===== config.mk =====
export PLATFORM = sky130hd
export DESIGN_NAME = ahb_dread_ctrl
export DESIGN_NICKNAME = d
export VERILOG_FILES = /design/src/rtl/ahb_dr_pkg.sv /design/src/rtl/ahb_dr_lane.sv /design/src/rtl/ahb_dr_rbuf.sv /design/src/rtl/ahb_dread_ctrl.sv
export SDC_FILE = /design/constraint.sdc
export NUM_CORES = 1
export LEC_CHECK = 0
export BUFFER_PORTS_ARGS = -buffer_cell sky130_fd_sc_hd__buf_2
export CAP_MARGIN = 10
export CORE_AREA = 2 2 279 281
export DETAILED_ROUTE_END_ITERATION = 8
export DIE_AREA = 0 0 281 283
export PLACE_DENSITY = 0.77
export SLEW_MARGIN = 20
export SYNTH_ARGS = -nofsm -noshare
export SYNTH_HDL_FRONTEND = slang
export SYNTH_SLANG_ARGS = --single-unit

===== constraint.sdc =====
create_clock -name clk -period 5.9 [get_ports clk]
set_input_delay 0 -clock clk [delete_from_list [all_inputs] [get_ports clk]]
set_output_delay 0 -clock clk [all_outputs]
set_load 0.03 [all_outputs]

===== src/rtl/ahb_dr_pkg.sv =====
package ahb_dr_pkg;
   localparam int DW = 32;

   typedef enum logic [1:0] {
      ENT_EMPTY = 2'd0,
      ENT_PEND  = 2'd1,
      ENT_FULL  = 2'd2
   } ent_st_e;

   localparam logic [1:0] RESP_OKAY  = 2'b00;
   localparam logic [1:0] RESP_RETRY = 2'b10;
   localparam logic [1:0] TR_NONSEQ  = 2'b10;
   localparam logic [1:0] TR_SEQ     = 2'b11;

   // words to fetch for a burst code, clamped to the buffer depth
   function automatic int unsigned burst_beats(input logic [2:0] hb, input int unsigned cap);
      int unsigned n;
      case (hb)
         3'b011:  n = 4;
         3'b101:  n = 8;
         3'b111:  n = 16;
         default: n = 1;
      endcase
      return (n > cap) ? cap : n;
   endfunction
endpackage


===== src/rtl/ahb_dr_lane.sv =====
module ahb_dr_lane
   import ahb_dr_pkg::*;
(
   input  logic [DW-1:0] word_i,
   input  logic [1:0]    lane_i,
   input  logic [2:0]    size_i,
   output logic [DW-1:0] data_o
);
   always_comb begin
      case (size_i)
         3'd0:    data_o = word_i & (DW'(32'h0000_00FF) << {lane_i, 3'b000});
         3'd1:    data_o = word_i & (DW'(32'h0000_FFFF) << {lane_i[1], 4'b0000});
         default: data_o = word_i;
      endcase
   end
endmodule


===== src/rtl/ahb_dr_rbuf.sv =====
module ahb_dr_rbuf
   import ahb_dr_pkg::*;
#(
   parameter int WA   = 14,
   parameter int MAXB = 16,
   localparam int LW  = $clog2(MAXB) + 1,
   localparam int IW  = $clog2(MAXB)
) (
   input  logic          clk,
   input  logic          rst_n,
   input  logic          launch_i,
   input  logic [WA-1:0] base_i,
   input  logic [LW-1:0] len_i,
   input  logic          inval_i,
   input  logic          consume_i,
   input  logic [IW-1:0] rd_idx_i,
   output logic [DW-1:0] rd_data_o,
   output ent_st_e       st_o,
   output logic [WA-1:0] base_o,
   output logic [LW-1:0] len_o,
   output logic          u_req_o,
   output logic [WA-1:0] u_addr_o,
   output logic [LW-1:0] u_len_o,
   input  logic          u_rvalid_i,
   input  logic [DW-1:0] u_rdata_i
);
   ent_st_e       st;
   logic [WA-1:0] base;
   logic [LW-1:0] len;
   logic [LW-1:0] cnt;
   logic          stale;
   logic          take;
   logic [DW-1:0] mem [MAXB];

   assign take = (st == ENT_PEND) && u_rvalid_i;

   always_ff @(posedge clk) begin
      if (!rst_n) begin
         st      <= ENT_EMPTY;
         base    <= '0;
         len     <= '0;
         cnt     <= '0;
         stale   <= 1'b0;
         u_req_o <= 1'b0;
      end else begin
         u_req_o <= launch_i;
         if (launch_i) begin
            st    <= ENT_PEND;
            base  <= base_i;
            len   <= len_i;
            cnt   <= '0;
            stale <= 1'b0;
         end else begin
            if (take) begin
               cnt <= cnt + LW'(1);
               if ((cnt + LW'(1)) == len)
                  st <= (stale || inval_i) ? ENT_EMPTY : ENT_FULL;
            end
            if (inval_i) begin
               if (st == ENT_FULL)      st    <= ENT_EMPTY;
               else if (st == ENT_PEND) stale <= 1'b1;
            end
            if (consume_i) st <= ENT_EMPTY;
         end
      end
   end

   always_ff @(posedge clk) begin
      if (take) mem[cnt[IW-1:0]] <= u_rdata_i;
   end

   assign rd_data_o = mem[rd_idx_i];
   assign st_o      = st;
   assign base_o    = base;
   assign len_o     = len;
   assign u_addr_o  = base;
   assign u_len_o   = len;


   fetch_single_chk: assert property (@(posedge clk) disable iff (!rst_n)
      launch_i |-> (st != ENT_PEND));

   beat_bound_chk: assert property (@(posedge clk) disable iff (!rst_n)
      (st == ENT_PEND) |-> (cnt < len));

   req_pulse_chk: assert property (@(posedge clk) disable iff (!rst_n)
      u_req_o |=> !u_req_o);
endmodule


===== src/rtl/ahb_dread_ctrl.sv =====
module ahb_dread_ctrl
   import ahb_dr_pkg::*;
#(
   parameter int ADDR_W    = 16,
   parameter int PORT_BIT  = 15,
   parameter int MAX_BEATS = 16
) (
   input  logic                                clk,
   input  logic                                rst_n,
   input  logic                                hsel,
   input  logic [ADDR_W-1:0]                   haddr,
   input  logic [1:0]                          htrans,
   input  logic                                hwrite,
   input  logic [2:0]                          hsize,
   input  logic [2:0]                          hburst,
   input  logic                                hready,
   output logic                                hreadyout,
   output logic [1:0]                          hresp,
   output logic [31:0]                         hrdata,
   input  logic [1:0]                          rt_mode,
   output logic [1:0]                          u_req,
   output logic [2*(ADDR_W-2)-1:0]             u_addr,
   output logic [2*($clog2(MAX_BEATS)+1)-1:0]  u_len,
   input  logic [1:0]                          u_rvalid,
   input  logic [63:0]                         u_rdata
);
   localparam int WA = ADDR_W - 2;
   localparam int LW = $clog2(MAX_BEATS) + 1;
   localparam int IW = $clog2(MAX_BEATS);
   localparam int NP = 2;

   if (PORT_BIT < 2 || PORT_BIT >= ADDR_W) begin : g_bad_port
      $error("PORT_BIT must select a word-address bit");
   end
   if (MAX_BEATS != 4 && MAX_BEATS != 8 && MAX_BEATS != 16) begin : g_bad_beats
      $error("MAX_BEATS must be 4, 8 or 16");
   end

   // address phase
   logic          ap_go, wr_go, ap_port;
   logic [WA-1:0] ap_w;
   assign ap_go   = hsel && hready && (htrans == TR_NONSEQ || htrans == TR_SEQ);
   assign wr_go   = ap_go && hwrite;
   assign ap_port = haddr[PORT_BIT];
   assign ap_w    = haddr[ADDR_W-1:2];

   // data phase registers
   logic          dp_rd, dp_port, dp_first, rty2;
   logic [WA-1:0] dp_w;
   logic [1:0]    dp_lane;
   logic [2:0]    dp_size;
   logic [LW-1:0] dp_len;

   always_ff @(posedge clk) begin
      if (!rst_n) begin
         dp_rd    <= 1'b0;
         dp_port  <= 1'b0;
         dp_first <= 1'b0;
         dp_w     <= '0;
         dp_lane  <= '0;
         dp_size  <= '0;
         dp_len   <= '0;
      end else if (hready) begin
         dp_rd    <= ap_go && !hwrite;
         dp_port  <= ap_port;
         dp_first <= (htrans == TR_NONSEQ);
         dp_w     <= ap_w;
         dp_lane  <= haddr[1:0];
         dp_size  <= hsize;
         dp_len   <= LW'(burst_beats(hburst, MAX_BEATS));
      end
   end

   // per-port buffers
   ent_st_e       st  [NP];
   logic [WA-1:0] bse [NP];
   logic [LW-1:0] ln  [NP];
   logic [DW-1:0] rw  [NP];
   logic [NP-1:0] launch, inval, consume;
   logic [WA-1:0] off;
   logic [IW-1:0] rd_idx;

   assign off    = dp_w - bse[dp_port];
   assign rd_idx = off[IW-1:0];

   for (genvar g = 0; g < NP; g++) begin : g_port
      logic [WA-1:0] woff;
      assign woff = ap_w - bse[g];
      assign inval[g] = wr_go && (ap_port == 1'(g)) && (st[g] != ENT_EMPTY)
                        && (woff < WA'(ln[g]));

      ahb_dr_rbuf #(.WA(WA), .MAXB(MAX_BEATS)) u_buf (
         .clk        (clk),
         .rst_n      (rst_n),
         .launch_i   (launch[g]),
         .base_i     (dp_w),
         .len_i      (dp_len),
         .inval_i    (inval[g]),
         .consume_i  (consume[g]),
         .rd_idx_i   (rd_idx),
         .rd_data_o  (rw[g]),
         .st_o       (st[g]),
         .base_o     (bse[g]),
         .len_o      (ln[g]),
         .u_req_o    (u_req[g]),
         .u_addr_o   (u_addr[g*WA +: WA]),
         .u_len_o    (u_len[g*LW +: LW]),
         .u_rvalid_i (u_rvalid[g]),
         .u_rdata_i  (u_rdata[g*DW +: DW])
      );
   end

   // data-phase decision
   logic hit, serve, miss, retry1, launch_any;
   always_comb begin
      hit = (st[dp_port] == ENT_FULL) && (off < WA'(ln[dp_port]))
            && (!dp_first || (off == '0 && dp_len <= ln[dp_port]));
      serve      = dp_rd && !rty2 && hit;
      miss       = dp_rd && !rty2 && !hit;
      retry1     = miss && !rt_mode[dp_port];
      launch_any = miss && (st[dp_port] != ENT_PEND);
      for (int p = 0; p < NP; p++) begin
         launch[p]  = launch_any && (dp_port == 1'(p));
         consume[p] = serve && (dp_port == 1'(p)) && (off == WA'(ln[p] - LW'(1)));
      end
   end

   always_ff @(posedge clk) begin
      if (!rst_n) rty2 <= 1'b0;
      else        rty2 <= retry1;
   end

   assign hreadyout = rty2 || !dp_rd || hit;
   assign hresp     = (rty2 || retry1) ? RESP_RETRY : RESP_OKAY;

   ahb_dr_lane u_lane (
      .word_i (rw[dp_port]),
      .lane_i (dp_lane),
      .size_i (dp_size),
      .data_o (hrdata)
   );


   retry_pair_chk: assert property (@(posedge clk) disable iff (!rst_n)
      (hresp == RESP_RETRY && !hreadyout) |=> (hresp == RESP_RETRY && hreadyout));

   retry_origin_chk: assert property (@(posedge clk) disable iff (!rst_n)
      (hresp == RESP_RETRY && hreadyout) |-> $past(hresp == RESP_RETRY && !hreadyout));

   rt_noretry_chk: assert property (@(posedge clk) disable iff (!rst_n)
      (dp_rd && rt_mode[dp_port] && $stable(rt_mode)) |-> (hresp == RESP_OKAY));
endmodule


# ---- Word level (Yosys, flattened, before mapping)
# Memories as Yosys holds them, arrays and structs flattened.
# Index checks and enable logic that the tools add are counted.
dict set report word_totals {
  ff_bits 84
  ramBits 1024
  output_inout_bits 75
  wordCells 151
  mem_count 2
}
dict set report op_classes {
  addsub 7
  order_cmp 7
  n_eq_ne 16
  n_shift 2
  n_mux 38
  n_bitwise 8
  reduce_logical 49
}
# memory depth width read_ports rd_ports_with_merged_regs wr line
set memory_table {}
lappend memory_table {{g_port[0].u_buf.mem} 16 32 1 0 1 ahb_dr_rbuf.sv:33} ;# logic [DW-1:0] mem [MAXB];
lappend memory_table {{g_port[1].u_buf.mem} 16 32 1 0 1 ahb_dr_rbuf.sv:33}
# op count
set ops {}
lappend ops {{$mux W32} 5}
lappend ops {{$and A32 B32 Y32} 2}
lappend ops {{$pmux W32 S2} 1}
lappend ops {{$lt A14 B5 Y1} 3}
lappend ops {{$mux W14} 3}
lappend ops {{$sub A14 B14 Y14} 3}
lappend ops {{$gt A32 B5 Y1 const B} 1}
lappend ops {{$shl A16 B5 Y32 const A} 1}
lappend ops {{$shl A8 B5 Y32 const A} 1}
lappend ops {{$eq A14 B14 Y1} 2}
lappend ops {{$mux W2} 14}
lappend ops {{$logic_and A1 B1 Y1} 26}
lappend ops {{$mux W5} 4}
lappend ops {{$pmux W5 S3} 1}
lappend ops {{$logic_not A14 Y1} 1}
lappend ops {{$sub A5 B1 Y6 const B} 2}
lappend ops {{$add A5 B1 Y5 const B} 2}
lappend ops {{$eq A2 B2 Y1 const B} 5}
lappend ops {{$eq A5 B5 Y1} 2}
lappend ops {{$mux W1} 10}
lappend ops {{$logic_or A1 B1 Y1} 7}
lappend ops {{$eq A3 B3 Y1 const B} 2}
lappend ops {{$logic_not A1 Y1} 6}
lappend ops {{$reduce_and A3 Y1} 2}
lappend ops {{other kinds (13)} 21}

# ---- Logic depth before layout (Yosys ltp)
# Gate-level depths: netlist (run 1).
dict set report depth {
  depth_word 15
  ltp_mapped 19
}

# ---- Hierarchy
# From an unflattened synthesis (run 1), not the netlist that was laid out.
dict set report hier_totals {
  hier_cells 2369
  area_unflattened_um2 46308.2
}
# mod n_inst cells_each area_per_inst_um2
set by_module_without_submodules {}
lappend by_module_without_submodules {{ahb_dr_rbuf at g_port[0].u_buf} 1 873 20772.4}
lappend by_module_without_submodules {{ahb_dr_rbuf at g_port[1].u_buf} 1 870 20736.1}
lappend by_module_without_submodules {ahb_dread_ctrl 1 552 4361.7}
lappend by_module_without_submodules {ahb_dr_lane 1 74 437.9}

# ---- Least setup slack after synthesis (run 1)
# OpenSTA, ideal clock, no wires.
dict set report synth_path {
  path_kind {reg2reg}
  from {register dp_port}
  to {register g_port[1].u_buf.st[0]}
  arrival_ns 4.782
  t_required_ns 5.785
  path_slack_ns 1.003
  stages_incl_launch_ff 19
  n_path_buf 5
  cell_sequence {dfxtp_1 clkbuf_1 clkbuf_1 clkbuf_1 mux2i_1 ha_1 nor2_1 a21oi_1 xor2_2 buf_2 ha_1 and2_1 a221oi_1 nand4_1 nor4_2 a21boi_2 and3_4 buf_6 a31o_1}
}
dict set report synth_between {
  elab_chain_cells 14
  elab_cells_between_ends 30
}
# element line
set synth_rtl {}
lappend synth_rtl {{start, declared} ahb_dread_ctrl.sv:48} ;# logic dp_rd, dp_port, dp_first, rty2;
lappend synth_rtl {{start signal, assigned} ahb_dread_ctrl.sv:65} ;# dp_port <= ap_port;
lappend synth_rtl {{branches (longest 13 deep; another with $sub A14 B14 Y14)} -}
lappend synth_rtl {{$mux W1 *} ahb_dr_rbuf.sv:47} ;# if (launch_i) begin
lappend synth_rtl {{end signal, assigned} ahb_dr_rbuf.sv:57} ;# st <= (stale || inval_i) ? ENT_EMPTY : ENT_FULL;
lappend synth_rtl {{end, declared} ahb_dr_rbuf.sv:27} ;# ent_st_e st;
# Every way passes the cells marked *. The select of a mux whose other input is x is not followed.
# A chain may end at the register's enable or synchronous reset.

# ---- Worst setup path after layout (run 1)
dict set report layout_path {
  from {register dp_port}
  to {output port hrdata[11]}
}
dict set report layout_between {
  elab_chain_cells 11
  elab_cells_between_ends 13
}
# element line
set layout_rtl {}
lappend layout_rtl {{$not A1 Y2 (implied by the code) *} {ahb_dread_ctrl.sv:83, ahb_dread_ctrl.sv:137}}
lappend layout_rtl {{$mux W14 (implied by the code) (3 in series)} ahb_dread_ctrl.sv:83} ;# assign off = dp_w - bse[dp_port];
lappend layout_rtl {{$sub A14 B14 Y14} ahb_dread_ctrl.sv:83}
lappend layout_rtl {{$mem_v2 Z16 W32} -}
lappend layout_rtl {{$mux W32 (implied by the code) * (3 in series)} ahb_dread_ctrl.sv:137} ;# .word_i (rw[dp_port]),
lappend layout_rtl {{$and A32 B32 Y32, on equally long branches} {ahb_dr_lane.sv:12, ahb_dr_lane.sv:11}}
lappend layout_rtl {{$pmux W32 S2 *} ahb_dr_lane.sv:10} ;# case (size_i)
lappend layout_rtl {{end, declared} ahb_dread_ctrl.sv:19} ;# output logic [31:0] hrdata,
# Every way passes the cells marked *; elsewhere a longest branch is shown, timed or not. The select of a mux whose other input is x is not followed.

==> reports/metrics.yaml, run 1 <==
grt_pass1_wl_um: 162000
dieHeight_um: 283
fin_area_sq_mm: 0.0522
final.setup.tns_ns: 0
status: "complete, no violations"
antenna_found_initial: 12
ant_nets: 0
worst_slew_pin_slew_ns: 0.979
hpwl_um: 62400
cp.arrival_ns: 5.36
power_density_mw_per_mm2: 311
drt_iter0_drc: 2663
drc: 0
crit_type: "flip-flop to output port"
synth_top_area_frac: 0.676
synthArstFlopShare: 0
crit_path_top_delay_cell: "fa_4"
crit_buf_inv: 2
grt_max_degree: 128
slew_violations: 0
finalNetCount: 2854
critPathMaxFanout: 127
worstSkewPairLatency_ns: 0.67
p_leak_nw: 18.1
cts_hold_buf: 111
synth_area_sq_mm: 0.0455
crit_path_end_kind: "output port"
yosysMostFrequentCell: "edfxtp_1"
h-tree-depth: 3
clock_sinks: 1104
hold_violations: 0
coreArea_sq_mm: 0.0767
cts_root_buffer: "clkbuf_16"
synthTopCellsByCount: "edfxtp_1 (1024), mux4_2 (288), mux2i_1 (182)"
drt-total-wl_um: 110000
postLayoutCoreUtil: 0.680
syn_to_final_growth_pct: 14.7
die_x_um: 281
post-cts-setup-buffers: 0
place_area_sq_mm: 0.0478
critPathTopFamily: "multiplexers"
synth_edf_count: 1024
cp_common_cell: "mux4_2"
synth-seq-area-share: 0.712
ys_seq_elements: 1104
ir_drop_uv: 328
crit_path_start: "dp_port"
ys_warn_count: 0
ios: 172
setup_slack_ns: 0.539
start_kind: "flip-flop"
num_rows: 102
grt.total_usage: 0.282
syn_area_per_cell_sq_um: 19.2
io_buffers: 168
cts_made_buffers: 104
path_cells: "mux2_2 -> ha_4 -> fa_4 -> buf_12 -> mux4_2 -> mux2i_1 -> mux4_2 -> nor2_1 -> buf_2"
drive_gt1_frac: 0.248
period_share: 0.909
clockBufferDepth: 3
fin_crit_ns: 5.36
synth_area_leaders: "edfxtp_1 (68%), mux4_2 (14%), mux2i_1 (4.0%)"
fp.dieArea_sq_mm: 0.0795
met2WireLength_um: 55700
synth_cells: 2372
yosys.area.top_type: "edfxtp_1"
routedWlPerCell_um: 28.9
drv_cap: 0
clkSlewWorstSetupHoldPaths_ns: 0.06
fmax_ghz: 0.187
holdWs_ns: 0.0770
synth-main-ff-cell: "edfxtp_1"
worstHoldStart: "u_rvalid[1]"
met1_length_um: 41300
first_pass_iters: 7
rsz0062_at_grt: "false"
holdCritPathClass: "input pin to flip-flop"
wl_met3_um: 8810
crit_required_ns: 5.90
grt.overflow.total: 0
gp_congestion: 0.863
max-slew-margin-rel: 0.347
ys_types: 72
postCtsResizedCells: 0
cts_tree: "built"
vias_per_cell: 6.35
grt_pass1_vias: 24687
setup_viol: 0
pre_cts_slack_ns: 1.01
rr_startpoint: "dp_port"
finClkSkew_ns: 0.0475
cpPeakStageDelay_ns: 1.11
top_layer: "met5"
vias: 24240
start_util: 0.593
state kept, by name, indices dropped and copies added (netlist names):
signal and cells:
dp_port 1, dp_first 1, g_port.u_buf.cnt 10, g_port.u_buf.mem 1024, dp_rd 1, g_port.u_buf.base_o 28, dp_size 3, g_port.u_buf.u_req_o 2
dp_len 4, dp_w 13, g_port.u_buf.len_o 8, dp_lane 2, rty2 1, g_port.u_buf.stale 2, g_port.u_buf.st_o 4
layer usage:
layer | GRT usage | vias to the layer above
li1 | - | 10260
met1 | 0.381 | 12525
met2 | 0.467 | 1201
met3 | 0.0443 | 238
met4 | 0.109 | 16
met5 | 0 | -
final timing paths:
path                                  end  slack, ns  cells after the start
hold / removal     g_port[1].u_buf.cnt[1]       0.08                      4
hold reg to reg     g_port[0].u_buf.stale       0.46                      2
setup / recovery               hrdata[11]       0.54                      9
setup reg to reg  g_port[1].u_buf.st_o[1]       0.91                     14
cell usage in the layout (no fill, tap or decap), drive strengths merged, types with 62 or more instances in the layout:
cell type | Yosys | layout
nand2 | 73 | 73
clkbuf | 63 | 144
edfxtp | 1024 | 1024
mux2i | 182 | 182
inv | 64 | 67
nor2 | 130 | 130
dfxtp | 80 | 80
mux4 | 288 | 288
buf | 54 | 218
ha | 62 | 62
dlygate4sd3 | 0 | 111
where the power goes:
part | leakage [nW] | internal [mW] | switching, mW
Sequential | 9.85 | 8.55 | 0.0196
Combinational | 6.67 | 0.551 | 0.764
Clock | 1.54 | 3.54 | 2.82
layout make-up:
class	count	area [sq um]
repair buffers	329	2400
fillers	4795	24500
flip-flops and latches	1104	32400
well taps	1040	1300
clock buffers	144	2790
clock inverters	47	415
multi-input cells	1089	12600
inverters	64	240
diodes	2	5.00
kinds of logic (layout without fill, tap and decap cells):
kind of cell / Yosys count / count (layout) / synth area share
flops: 1104 / 1104 / 0.712
mux: 472 / 472 / 0.183
simple gates: 331 / 331 / 0.0350
buf+inv: 181 / 584 / 0.0163
compound gates: 167 / 167 / 0.0254
fa+ha+maj: 65 / 65 / 0.0184
xor+xnor: 51 / 51 / 0.00999
other cells: 1 / 5 / 0.0000825
worst min-delay path, stage by stage:
cell     delay (ns)
buf_2          0.12
and3_1         0.30
a21oi_1        0.19
nor2_1         0.05
through the flow:
step	instances	total power [mW]
after detailed placement	3515	9.98
final	3819	16.2
after global placement	3515	9.95
after CTS	3817	16.3
after global routing	3818	16.7
after floorplan	2374	9.55
No activity file was read; power rests on OpenSTA's default activity.
==> inputs of run 2 (changes only) <==
--- a/config.mk
+++ b/config.mk
@@ -5,12 +5,12 @@
 export SDC_FILE = /design/constraint.sdc
 export NUM_CORES = 1
 export LEC_CHECK = 0
-export BUFFER_PORTS_ARGS = -buffer_cell sky130_fd_sc_hd__buf_2
 export CAP_MARGIN = 10
-export CORE_AREA = 2 2 279 281
+export CORE_AREA = 2 2 198 395
 export DETAILED_ROUTE_END_ITERATION = 8
-export DIE_AREA = 0 0 281 283
-export PLACE_DENSITY = 0.77
+export DIE_AREA = 0 0 200 397
+export DONT_BUFFER_PORTS = 1
+export PLACE_DENSITY = 0.75
 export SLEW_MARGIN = 20
 export SYNTH_ARGS = -nofsm -noshare
 export SYNTH_HDL_FRONTEND = slang
==> constraint.sdc (replaced) <==
create_clock -name clk -period 5.7 [get_ports clk]
set_input_delay 0 -clock clk [delete_from_list [all_inputs] [get_ports clk]]
set_output_delay 0 -clock clk [all_outputs]
set_load 0.03 [all_outputs]
==> reports/metrics.yaml, run 2 (synthesis gave the netlist of run 1 again) <==
status: "complete, no violations"  # unchanged
ios: 172  # unchanged
fin_crit_ns: 5.23
regArea_sq_mm: 0.0324  # unchanged
crit_type: "flip-flop to flip-flop"  # was flip-flop to output port
holdCritPathClass: "input pin to flip-flop"  # unchanged
grt_pass1_wl_um: 158000  # was 162000 um
fp.dieArea_sq_mm: 0.0794  # was 0.0795 sq mm
vias: 23278  # was 24240
start_kind: "flip-flop"  # unchanged
grt_pass1_vias: 24004  # was 24687
ir_drop_uv: 342  # was 328 uV
wl_met3_um: 8770  # was 8810 um
critPathMaxFanout: 45  # was 127
drc: 0  # unchanged
crit_path_end_kind: "flip-flop"  # was output port
gp_congestion: 0.881  # was 0.863
first_pass_iters: 7  # unchanged
largest_reg_flops: 1024  # unchanged
holdWs_ns: 0.0524  # was 0.0770 ns
final.setup.tns_ns: 0  # unchanged
cts_hold_buf: 116  # was 111
grt.total_usage: 0.280  # was 0.282
grt.overflow.total: 0  # unchanged
critPathTopFamily: "buffers and inverters"  # was multiplexers
rsz0062_at_grt: "false"  # unchanged
finClkSkew_ns: 0.0353  # was 0.0475 ns
crit_buf_inv: 2  # unchanged
final_common_cell: "edfxtp_1"  # unchanged
met1_length_um: 39700  # was 41300 um
syn_to_final_growth_pct: 12.8  # was 14.7%
io_buffers: 0  # was 168
hold_violations: 0  # unchanged
fin_area_sq_mm: 0.0513  # was 0.0522 sq mm
fillerInstances: 4797  # was 4795
clock_sinks: 1104  # unchanged
die_x_um: 200  # was 281 um
h-tree-depth: 3  # unchanged
dieHeight_um: 397  # was 283 um
cts_tree: "built"  # unchanged
worst_slew_pin_slew_ns: 1.04  # was 0.979 ns
ant_nets: 0  # unchanged
cts_made_buffers: 92  # was 104
drt-total-wl_um: 108000  # was 110000 um
max-slew-margin-rel: 0.303  # was 0.347
multi_input_area_sq_mm: 0.0126  # unchanged
drt_iter0_drc: 2193  # was 2663
crit_path_top_delay_cell: "buf_4"  # was fa_4
coreArea_sq_mm: 0.0766  # was 0.0767 sq mm
cpPeakStageDelay_ns: 0.67  # was 1.11 ns
antenna_found_initial: 12  # unchanged
top_layer: "met5"  # unchanged
crit_required_ns: 6.25  # was 5.90 ns
vias_per_cell: 6.43  # was 6.35
post-cts-setup-buffers: 0  # unchanged
cp_common_cell: "ha_1"  # was mux4_2
cts_root_buffer: "clkbuf_16"  # unchanged
clockBufferDepth: 3  # unchanged
hpwl_um: 61700  # was 62400 um
postCtsResizedCells: 0  # unchanged
place_area_sq_mm: 0.0470  # was 0.0478 sq mm
drv_cap: 0  # unchanged
slew_violations: 0  # unchanged
drive_gt1_frac: 0.203  # was 0.248
fmax_ghz: 0.191
worstSkewPairLatency_ns: 0.69  # was 0.67 ns
routedWlPerCell_um: 29.9  # was 28.9 um
num_rows: 144  # was 102
finalNetCount: 2682  # was 2854
clkSlewWorstSetupHoldPaths_ns: 0.07  # was 0.06 ns
setup_viol: 0  # unchanged
grt_max_degree: 98  # was 128
power_density_mw_per_mm2: 322  # was 311 mW/mm^2
p_leak_nw: 17.3  # was 18.1 nW
start_util: 0.594  # was 0.593
period_share: 0.917
cp.arrival_ns: 5.78  # was 5.36 ns
layout_common_cells: "edfxtp_1 (1024), mux4_2 (288), mux2i_1 (182)"  # unchanged
path_cells: "buf_4 -> mux2i_1 -> ha_1 -> nand2b_1 -> a21oi_1 -> xor2_1 -> ha_1 -> a211oi_1 -> nand3_1 -> a221oi_1 -> nand4_1 -> nor4_2 -> a21boi_2 -> and3_4 -> a21o_1 -> dlygate4sd3_1"  # was mux2_2 -> ha_4 -> fa_4 -> buf_12 -> mux4_2 -> mux2i_1 -> mux4_2 -> nor2_1 -> buf_2
met2WireLength_um: 55100  # was 55700 um
-- run 2: final cells by class --
class / count / share of cell area
timing repair buffer: 169 / 0.0330
clock inverter: 60 / 0.0114
multi-input combinational: 1089 / 0.247
inverter: 64 / 0.00469
clock buffer: 107 / 0.0477
antenna: 8 / 0.000390
sequential: 1104 / 0.631
tap: 1022 / 0.0249
-- run 2: worst paths after layout --
kind              slack, ns             startpoint                          to  cells after the start
setup reg to reg       0.47                dp_port  g_port[1].u_buf.base_o[13]                     16
setup / recovery       0.47                dp_port  g_port[1].u_buf.base_o[13]                     16
hold reg to reg        0.45  g_port[0].u_buf.stale       g_port[0].u_buf.stale                      2
hold / removal         0.05              haddr[15]       g_port[0].u_buf.stale                      8
-- run 2: report_power, final --
| group | internal (mW) | switching (mW) |
|---|---|---|
| clock network | 3.47 | 2.91 |
| logic | 0.528 | 0.761 |
| registers | 8.85 | 0.0195 |
-- run 2: tightest hold or removal path: cells and delay by family --
kind            cells  cell delay, ns
compound gates      2            0.12
simple gates        6            0.55
-- run 2: per-layer routing --
metal / up-vias / GRT usage
met5: - / 0
met4: 14 / 0.120
met3: 220 / 0.0538
met2: 1069 / 0.468
met1: 12087 / 0.361
li1: 9888 / -
-- run 2: through the flow --
| step | setup slack [ns] | total power [mW] | std cells | util |
|---|---|---|---|---|
| 6_report | 0.472 | 16.5 | 3623 | 0.670 |
| 3_3_place_gp | 0.903 | 10.2 | 3332 | 0.614 |
| 3_5_place_dp | 0.820 | 10.2 | 3332 | 0.614 |
| 4_1_cts | 0.491 | 16.6 | 3615 | 0.669 |
| 5_1_grt | 0.172 | 17.0 | 3618 | 0.669 |
| 2_1_floorplan | 0.803 | 9.88 | 2374 | - |
